[config.mk]
export PLATFORM = sky130hd
export DESIGN_NAME = pwm3_bridge
export DESIGN_NICKNAME = d
export VERILOG_FILES = /design/src/rtl/pwm3_pkg.sv /design/src/rtl/pwm_timebase.sv /design/src/rtl/pwm_phase.sv /design/src/rtl/pwm3_bridge.sv
export SDC_FILE = /design/constraint.sdc
export NUM_CORES = 1
export LEC_CHECK = 0
export BUFFER_PORTS_ARGS = -buffer_cell sky130_fd_sc_hd__buf_2
export CAP_MARGIN = 20
export CELL_PAD_IN_SITES_DETAIL_PLACEMENT = 0
export CELL_PAD_IN_SITES_GLOBAL_PLACEMENT = 1
export CORE_UTILIZATION = 47
export DETAILED_ROUTE_END_ITERATION = 10
export PLACE_DENSITY_LB_ADDON = 0.1
export SYNTH_ARGS = -nofsm -noshare
export SYNTH_HDL_FRONTEND = slang
export SYNTH_SLANG_ARGS = --single-unit
[constraint.sdc]
create_clock -name clk -period 5.3 [get_ports clk]
set_clock_uncertainty 0.1 [all_clocks]
set_input_delay 0.265 -clock clk [delete_from_list [all_inputs] [get_ports clk]]
set_output_delay 0.265 -clock clk [all_outputs]
set_load 0.01 [all_outputs]
[src/rtl/pwm3_pkg.sv]
package pwm3_pkg;

  typedef enum logic {
    MODE_RAMP   = 1'b0,
    MODE_CENTER = 1'b1
  } cnt_mode_e;

endpackage

[src/rtl/pwm_timebase.sv]
module pwm_timebase
  import pwm3_pkg::*;
#(
  parameter int W = 12
) (
  input  logic         clk,
  input  logic         rst_n,
  input  logic         run,
  input  cnt_mode_e    mode_in,
  input  logic [W-1:0] period_in,
  output logic [W-1:0] cnt_q,
  output logic         up_q,
  output cnt_mode_e    mode_q,
  output logic         load,
  output logic         eoc_q
);

  logic [W-1:0] rb_q;
  logic [W-1:0] cnt_nxt;
  logic         up_nxt;
  logic         eoc_nxt;

  // next counter state
  always_comb begin
    cnt_nxt = cnt_q;
    up_nxt  = up_q;
    if (!run) begin
      cnt_nxt = '0;
      up_nxt  = 1'b1;
    end else if (mode_q == MODE_RAMP) begin
      cnt_nxt = (cnt_q == rb_q) ? '0 : cnt_q + 1'b1;
      up_nxt  = 1'b1;
    end else if (up_q) begin
      if (cnt_q >= rb_q) begin
        up_nxt  = 1'b0;
        cnt_nxt = (cnt_q == '0) ? '0 : cnt_q - 1'b1;
      end else begin
        cnt_nxt = cnt_q + 1'b1;
      end
    end else begin
      cnt_nxt = (cnt_q <= W'(1)) ? '0 : cnt_q - 1'b1;
      up_nxt  = 1'b0;
    end
    if (cnt_nxt == '0) up_nxt = 1'b1;
  end

  assign load    = !run || (cnt_nxt == '0);
  assign eoc_nxt = run && (cnt_q == rb_q);

  always_ff @(posedge clk or negedge rst_n) begin
    if (!rst_n) begin
      cnt_q  <= '0;
      up_q   <= 1'b1;
      rb_q   <= '0;
      mode_q <= MODE_RAMP;
      eoc_q  <= 1'b0;
    end else begin
      cnt_q <= cnt_nxt;
      up_q  <= up_nxt;
      eoc_q <= eoc_nxt;
      if (load) begin
        rb_q   <= period_in;
        mode_q <= mode_in;
      end
    end
  end

  AST_CNT_RANGE: assert property (@(posedge clk) disable iff (!rst_n)
    cnt_q <= rb_q);
  AST_RAMP_WRAP: assert property (@(posedge clk) disable iff (!rst_n)
    (run && mode_q == MODE_RAMP && cnt_q == rb_q) |=> (cnt_q == '0));
  AST_CEN_TURN: assert property (@(posedge clk) disable iff (!rst_n)
    (run && mode_q == MODE_CENTER && up_q && cnt_q == rb_q && rb_q != '0)
      |=> (!up_q || cnt_q == '0));
  AST_PERIOD_HOLD: assert property (@(posedge clk) disable iff (!rst_n)
    !$stable(rb_q) |-> (cnt_q == '0));

endmodule

[src/rtl/pwm_phase.sv]
module pwm_phase
  import pwm3_pkg::*;
#(
  parameter int W = 12
) (
  input  logic         clk,
  input  logic         rst_n,
  input  logic         run,
  input  logic         load,
  input  logic [W-1:0] cnt,
  input  logic         up,
  input  cnt_mode_e    mode,
  input  logic [W-1:0] start_in,
  input  logic [W-1:0] release_in,
  input  logic [W-1:0] second_in,
  input  logic         guard_in,
  input  logic         ena_in,
  input  logic         enb_in,
  output logic         a_q,
  output logic         b_q,
  output logic         sync_q
);

  logic [W-1:0] start_q, release_q, second_q;
  logic         guard_q, ena_q, enb_q;
  logic         win_a, win_b, b_guarded;
  logic         a_nxt, b_nxt, sync_nxt;
  logic [W:0]   cnt_p1;

  assign cnt_p1 = {1'b0, cnt} + 1'b1;

  // compare windows
  always_comb begin
    if (mode == MODE_CENTER) begin
      win_a = up ? (cnt < start_q) : (cnt <= start_q);
      win_b = up ? (cnt >= second_q) : (cnt_p1 >= {1'b0, second_q});
    end else begin
      win_a = (cnt > start_q) && (cnt <= release_q);
      win_b = (cnt > second_q);
    end
    b_guarded = win_b && !(guard_q && win_a);
    a_nxt     = run && win_a && ena_q;
    b_nxt     = run && b_guarded && enb_q;
    sync_nxt  = run && (mode == MODE_CENTER) && (cnt == release_q);
  end

  always_ff @(posedge clk or negedge rst_n) begin
    if (!rst_n) begin
      start_q   <= '0;
      release_q <= '0;
      second_q  <= '0;
      guard_q   <= 1'b0;
      ena_q     <= 1'b0;
      enb_q     <= 1'b0;
      a_q       <= 1'b0;
      b_q       <= 1'b0;
      sync_q    <= 1'b0;
    end else begin
      a_q    <= a_nxt;
      b_q    <= b_nxt;
      sync_q <= sync_nxt;
      if (load) begin
        start_q   <= start_in;
        release_q <= release_in;
        second_q  <= second_in;
        guard_q   <= guard_in;
        ena_q     <= ena_in;
        enb_q     <= enb_in;
      end
    end
  end

  AST_NO_OVERLAP: assert property (@(posedge clk) disable iff (!rst_n)
    (a_q && b_q) |-> !$past(guard_q));
  AST_MASK_A: assert property (@(posedge clk) disable iff (!rst_n)
    a_q |-> $past(ena_q));
  AST_MASK_B: assert property (@(posedge clk) disable iff (!rst_n)
    b_q |-> $past(enb_q));
  AST_SYNC_CENTER: assert property (@(posedge clk) disable iff (!rst_n)
    sync_q |-> ($past(mode) == MODE_CENTER));

endmodule

[src/rtl/pwm3_bridge.sv]
module pwm3_bridge
  import pwm3_pkg::*;
#(
  parameter int W    = 12,
  parameter int NMOD = 3
) (
  input  logic              clk,
  input  logic              rst_n,
  input  logic              run,
  input  logic              centered_mode,
  input  logic [W-1:0]      period,
  input  logic [NMOD*W-1:0] start_thr,
  input  logic [NMOD*W-1:0] release_thr,
  input  logic [NMOD*W-1:0] second_thr,
  input  logic [NMOD-1:0]   guard_en,
  input  logic [2*NMOD-1:0] out_mask,
  output logic [NMOD-1:0]   pwm_a,
  output logic [NMOD-1:0]   pwm_b,
  output logic              cycle_end,
  output logic [NMOD-1:0]   sync_pulse
);

  logic [W-1:0] cnt;
  logic         up;
  cnt_mode_e    mode;
  logic         load;

  pwm_timebase #(.W(W)) u_tb (
    .clk       (clk),
    .rst_n     (rst_n),
    .run       (run),
    .mode_in   (cnt_mode_e'(centered_mode)),
    .period_in (period),
    .cnt_q     (cnt),
    .up_q      (up),
    .mode_q    (mode),
    .load      (load),
    .eoc_q     (cycle_end)
  );

  for (genvar m = 0; m < NMOD; m++) begin : g_phase
    pwm_phase #(.W(W)) u_ph (
      .clk        (clk),
      .rst_n      (rst_n),
      .run        (run),
      .load       (load),
      .cnt        (cnt),
      .up         (up),
      .mode       (mode),
      .start_in   (start_thr[m*W +: W]),
      .release_in (release_thr[m*W +: W]),
      .second_in  (second_thr[m*W +: W]),
      .guard_in   (guard_en[m]),
      .ena_in     (out_mask[2*m]),
      .enb_in     (out_mask[2*m+1]),
      .a_q        (pwm_a[m]),
      .b_q        (pwm_b[m]),
      .sync_q     (sync_pulse[m])
    );
  end

  AST_IDLE_LOW: assert property (@(posedge clk) disable iff (!rst_n)
    !run |=> (pwm_a == '0 && pwm_b == '0 && !cycle_end && sync_pulse == '0));

endmodule

* Word level (Yosys, flattened, before mapping)
Cells that the tools add are included.
** Word-level totals
- Register bits after elaboration :: 153
- Input port bits :: 133
- Output and inout bits :: 10
- Logic and storage cells :: 119
** Operators by class
- Add/subtract/negate cells :: 3
- Order comparisons :: 23
- Eq/ne operators :: 4
- Mux-type cells :: 24
- Reduce and logical (&&, ||, !) cells :: 33
** Operators with widths (count)
- 12-bit 2-to-1 mux :: 7
- 12-bit greater-than comparator :: 6
- 12-bit less-or-equal comparator :: 6
- 12-bit equality test :: 4
- 12-bit >= comparator :: 4
- 13-bit by 12-bit >= comparator with 1-bit output :: 3
- 12-bit less-than comparator :: 3
- 1-bit logical AND :: 26
- 12-bit zero test :: 2
- 1-bit 2-to-1 mux :: 17
- 12-bit by 1-bit adder with 13-bit output (second input constant) :: 1
- 12-bit by 1-bit adder with 12-bit output (second input constant) :: 1
- 12-bit by 1-bit less-or-equal comparator with 1-bit output (second input constant) :: 1
- 12-bit by 1-bit subtractor with 12-bit output (second input constant) :: 1
- 1-bit zero test :: 4
- 1-bit logical OR :: 1

* Depth between registers and ports, before layout
- Word-level depth :: 8
- Depth in mapped cells :: 15
- Mapped depth without buffers :: 12

* Modules after synthesis
From an unflattened synthesis, not the netlist that was laid out.
** Second synthesis, totals
- Cell total of the unflattened synthesis :: 1168
- Area, all modules :: 10656.5 um^2
** By module, submodules not included
- pwm_phase (g_phase[0].u_ph) :: times used 1, cells an instance 315, area each 2867.8 um^2, seq. area each 1051.0 um^2
- pwm_phase (g_phase[2].u_ph) :: times used 1, cells an instance 310, area each 2829.0 um^2, seq. area each 1051.0 um^2
- pwm_phase (g_phase[1].u_ph) :: times used 1, cells an instance 313, area each 2826.5 um^2, seq. area each 1051.0 um^2
- pwm_timebase :: times used 1, cells an instance 230, area each 2133.3 um^2, seq. area each 676.9 um^2

* Least setup slack after synthesis
No wires, ideal clock.
- Path kind :: register to register
- Start :: register u_tb.cnt_q[0]
- End :: register g_phase[0].u_ph.ena_q
- Setup time :: 125 ps
- Data arrival time :: 3707 ps
- Required time :: 5075 ps
- Path slack :: 1368 ps
- Cell stages (with the launch flop) :: 16
- Path buffers :: 4
- Period minus slack after synthesis :: 3932 ps
- Cell sequence :: dfrtp_1 buf_2 inv_1 ha_1 nand4_1 nor3_1 or4_1 o31ai_2 nand2_1 nand3_1 o311ai_1 or4b_1 clkbuf_1 buf_6 buf_8 mux2_4
** On the way
- Longest elaborated chain between the ends :: 8
- Elaborated cells on any way between the ends :: 15
- Those cells by class :: 2 x add/sub; 2 x order compare; 1 x eq/ne; 7 x mux; 3 x reduce/logical
** Ends and longest elaborated chain
- start, declared :: RTL line pwm_timebase.sv:11 : output logic [W-1:0] cnt_q,
- start signal, assigned :: RTL line pwm_timebase.sv:58 : cnt_q <= cnt_nxt;
- 12-bit by 1-bit subtractor with 12-bit output / 12-bit zero test (equally long branches) :: RTL line pwm_timebase.sv:36, pwm_timebase.sv:41
- 12-bit 2-to-1 mux :: RTL line pwm_timebase.sv:36 : cnt_nxt = (cnt_q == '0) ? '0 : cnt_q - 1'b1;
- 12-bit 2-to-1 mux :: RTL line pwm_timebase.sv:34 : if (cnt_q >= rb_q) begin
- 12-bit 2-to-1 mux :: RTL line pwm_timebase.sv:33 : end else if (up_q) begin
- 12-bit 2-to-1 mux (*) :: RTL line pwm_timebase.sv:30 : end else if (mode_q == MODE_RAMP) begin
- 12-bit 2-to-1 mux (*) :: RTL line pwm_timebase.sv:27 : if (!run) begin
- 12-bit zero test (*) :: RTL line pwm_timebase.sv:47 : assign load = !run || (cnt_nxt == '0);
- 1-bit logical OR (*) :: RTL line pwm_timebase.sv:47
- end signal, assigned :: RTL line pwm_phase.sv:67 : ena_q <= ena_in;
- end, declared :: RTL line pwm_phase.sv:25 : logic guard_q, ena_q, enb_q;
Mark *: on every way between the ends. The rest lies on a longest branch, timed or not.
A chain may end at the register's enable or synchronous reset.

* Final worst setup path
- Start :: register u_tb.cnt_q[5]
- End :: register g_phase[0].u_ph.second_q[7]
** On the way
- Longest elaborated chain between the ends :: 8
- Elaborated cells on any way between the ends :: 15
- Those cells by class :: 2 x add/sub; 2 x order compare; 1 x eq/ne; 7 x mux; 3 x reduce/logical
** Ends and longest elaborated chain
- 12-bit by 1-bit subtractor with 12-bit output / 12-bit zero test (equally long branches) :: RTL line pwm_timebase.sv:36, pwm_timebase.sv:41
- 12-bit 2-to-1 mux :: RTL line pwm_timebase.sv:36
- 12-bit 2-to-1 mux :: RTL line pwm_timebase.sv:34
- 12-bit 2-to-1 mux :: RTL line pwm_timebase.sv:33
- 12-bit 2-to-1 mux (*) :: RTL line pwm_timebase.sv:30
- 12-bit 2-to-1 mux (*) :: RTL line pwm_timebase.sv:27
- 12-bit zero test (*) :: RTL line pwm_timebase.sv:47
- 1-bit logical OR (*) :: RTL line pwm_timebase.sv:47
- end signal, assigned :: RTL line pwm_phase.sv:65 : second_q <= second_in;
- end, declared :: RTL line pwm_phase.sv:24 : logic [W-1:0] start_q, release_q, second_q;
Marks and branches as above.

==> impl_metrics.json <==
{
  "cp_slowest_cell": "a211oi_1",
  "holdBufCountCts": 131,
  "grt_max_degree": 66,
  "n_antenna_cell": 0,
  "worstPathMaxFanout": 42,
  "powerDensity_nw_per_um2": 426,
  "p_leak_nw": 7.52,
  "firstDrtPassIters": 5,
  "crit_type": "reg -> reg",
  "post_cts_resized": 0,
  "syn_to_final_growth_pct": 26.8,
  "async_flop_share": 1.00,
  "placed_cell_area_um2": 11800,
  "yosys-top-cells-area": "dfrtp_1 (35%), ha_1 (18%), mux2_4 (14%)",
  "syn_avg_cell_area_um2": 11.0,
  "total_power_mw": 5.86,
  "cts-root-buf": "clkbuf_16",
  "grt-ovfl-total": 0,
  "synth_edf_count": 0,
  "maxSlewViolCount": 0,
  "crit_chain": "ha_1 > nand4_1 > a211oi_1 > nor3_2 > nor2_1 > nand2_1 > o311ai_1 > or4b_4 > buf_12 > mux2_4",
  "die_area_um2": 23700,
  "synth_top_cell_area_share": 0.351,
  "min_period_over_period": 0.839,
  "cts.sinks": 153,
  "cts.clk_slew.worst_paths_ns": 0.07,
  "ir_drop_mv": 0.195,
  "grt_pass1_vias": 8523,
  "ys.warnings.count": 0,
  "r2r_slack_ns": 0.85,
  "die-height_um": 154,
  "dpl.hpwl_um": 19600,
  "cts-htree-levels": 4,
  "max_freq_ghz": 0.225,
  "synth.yosys.seq_area_share": 0.353,
  "worstPathRequired_ns": 5.51,
  "clock_latency_ns": 0.43,
  "place_congestion": 0.940,
  "arrival_ns": 4.66,
  "grt_first_pass_wirelength_um": 45700,
  "final_nets": 1558,
  "worstReg2RegEnd": "g_phase[0].u_ph.second_q[7]",
  "cp_slowest_stage_delay_ns": 0.62,
  "synth.lib_cells_used.distinct": 63,
  "drc": 0,
  "hp-start": "run",
  "slew_headroom": 0.416,
  "routed_wl_um": 28700,
  "rsz0062_at_grt": "no",
  "synth_nets": 1277,
  "status": "completed",
  "fin_area_um2": 13800,
  "cp-start-kind": "flop",
  "path_delay_family": "simple AND/OR/NAND/NOR gates",
  "setup_violations": 0,
  "cts_buffers": 17,
  "wl_per_cell_um": 18.4,
  "setup_ws_ns": 0.854,
  "worstMarginPinSlew_ns": 0.870,
  "dp_slack_ns": 0.932,
  "dr.first_iter.drc_count": 478,
  "cts_buffer_depth": 2,
  "crit_buf_inv": 1,
  "postCtsSetupRepairBufs": 0,
  "drive_gt1_frac": 0.244,
  "initial_core_util": 0.479,
  "hold_viol": 0,
  "rows": 55,
  "antenna_found_initial": 0,
  "grt_usage": 0.252,
  "cts_tree": "done",
  "ys_ff_latch": 153,
  "via_per_inst": 5.34,
  "crit_path_end_kind": "flop",
  "syn-cell-area_um2": 10900,
  "max_cap_violations": 0,
  "die_x_um": 154,
  "hold_depth": 3,
  "syn_inst": 984,
  "hold_path_end": "g_phase[0].u_ph.b_q",
  "holdCritPathClass": "in -> reg",
  "min_period_ns": 4.45,
  "vias": 8347,
  "antenna_left": 0,
  "design.core.area_um2": 22600,
  "tns_ns": 0,
  "io_buffer_count": 142,
  "synth_area_leader_cell": "dfrtp_1",
  "ios": 143,
  "reg2regPathDepth": 10,
  "synth_ff_type": "dfrtp_1",
  "rr_startpoint": "u_tb.cnt_q[5]"
}
through the flow:
step	std cells	utilization	hold slack (ns)
floorplan	984	-	-0.131
global placement	1400	0.523	0.139
detailed placement	1400	0.523	0.138
CTS	1562	0.608	0.135
global route	1562	0.608	0.163
finish	1562	0.608	0.150
worst max path at each step:
stage	from	to	slack [ns]	cells past startpoint
finish	u_tb.cnt_q[5]	g_phase[0].u_ph.second_q[7]	0.85	10
global route	u_tb.cnt_q[5]	g_phase[0].u_ph.second_q[1]	0.53	10
CTS	u_tb.cnt_q[5]	g_phase[1].u_ph.second_q[2]	0.91	10
detailed placement	u_tb.cnt_q[5]	g_phase[0].u_ph.second_q[10]	0.93	10
global placement	u_tb.cnt_q[5]	g_phase[0].u_ph.second_q[7]	1.03	10
floorplan	u_tb.cnt_q[0]	g_phase[0].u_ph.ena_q	1.37	15
Yosys cell counts, drive strengths merged (23+ instances only):
master  count
nand2      24
mux2      130
dfrtp     152
o21a       25
buf        31
a21o       38
o21ai      28
nor2       46
inv       126
nand4      23
a21oi      44
ha        160
cell families after synthesis:
| logic type | after synthesis | share of synthesized area |
|---|---|---|
| AO/OA/AOI/OAI | 196 | 0.123 |
| XOR/XNOR | 17 | 0.0137 |
| adder cells (fa/ha/maj) | 160 | 0.184 |
| buffers and inverters | 164 | 0.0729 |
| flip-flops | 153 | 0.353 |
| multiplexers | 130 | 0.169 |
| AND/OR/NAND/NOR | 164 | 0.0839 |
tightest hold or removal path: cells and delay by family:
kind / cells / cell delay [ns]
and+or+nand+nor: 1 / 0.10
AOI/OAI and AO/OA: 1 / 0.05
buffers and inverters: 1 / 0.21
layout make-up:
type	count	area (µm²)
multi-input combinational	667	6230
tap	285	357
fill	1932	8880
sequential	153	3830
inverter	127	477
timing repair buffer	299	2260
clock inverter	7	80.1
clock buffer	24	522
sequential cells by signal (all words and copies together), names as in the netlist:
name                    count
u_tb.cnt_q                 12
g_phase.u_ph.second_q      36
g_phase.u_ph.b_q            3
g_phase.u_ph.sync_q         3
u_tb.rb_q                  12
g_phase.u_ph.enb_q          3
g_phase.u_ph.release_q     36
u_tb.mode_q                 1
u_tb.up_q                   1
g_phase.u_ph.guard_q        3
g_phase.u_ph.ena_q          3
g_phase.u_ph.start_q       36
g_phase.u_ph.a_q            3
u_tb.eoc_q                  1
report_power, final:
part           switching [mW]  leakage, nW  internal [mW]
sequential              0.323         1.84           1.69
clock                   0.509        0.292          0.738
combinational            1.20         5.40           1.41
per-layer routing:
metal  vias up  wire length, µm  part of all wire  GRT usage
li1       4085                -                 -          -
met4         0              731             0.025     0.0862
met5         -                0                 0          0
met1      3978            13300              0.46      0.341
met2       238            13400              0.47      0.411
met3        46             1280             0.044     0.0375
layout by cell type, fill, tap and decap left out, types with 4 or more instances in the layout:
cell	netlist	routed
buf_2	8	141
ha_1	160	160
o211a_1	4	4
inv_1	126	126
dfrtp_1	152	152
and4_1	10	10
xor2_1	6	6
or4_1	7	7
mux2_4	100	100
clkbuf_16	0	17
nor3_1	7	7
o211ai_1	5	5
buf_4	10	23
nor2b_1	11	11
nand3_1	10	10
or3_1	4	4
a2111oi_0	5	5
nand4_1	22	22
a21oi_1	44	44
nor2_1	46	46
xnor2_1	11	11
nand2_1	24	24
clkbuf_8	0	7
o21ai_0	25	25
and3_1	7	7
a21o_1	38	38
dlygate4sd3_1	0	131
o21a_1	24	24
mux2_1	30	30
a22oi_1	6	6
a211oi_1	11	11
Note: power is estimated with default switching activity, not from simulation.
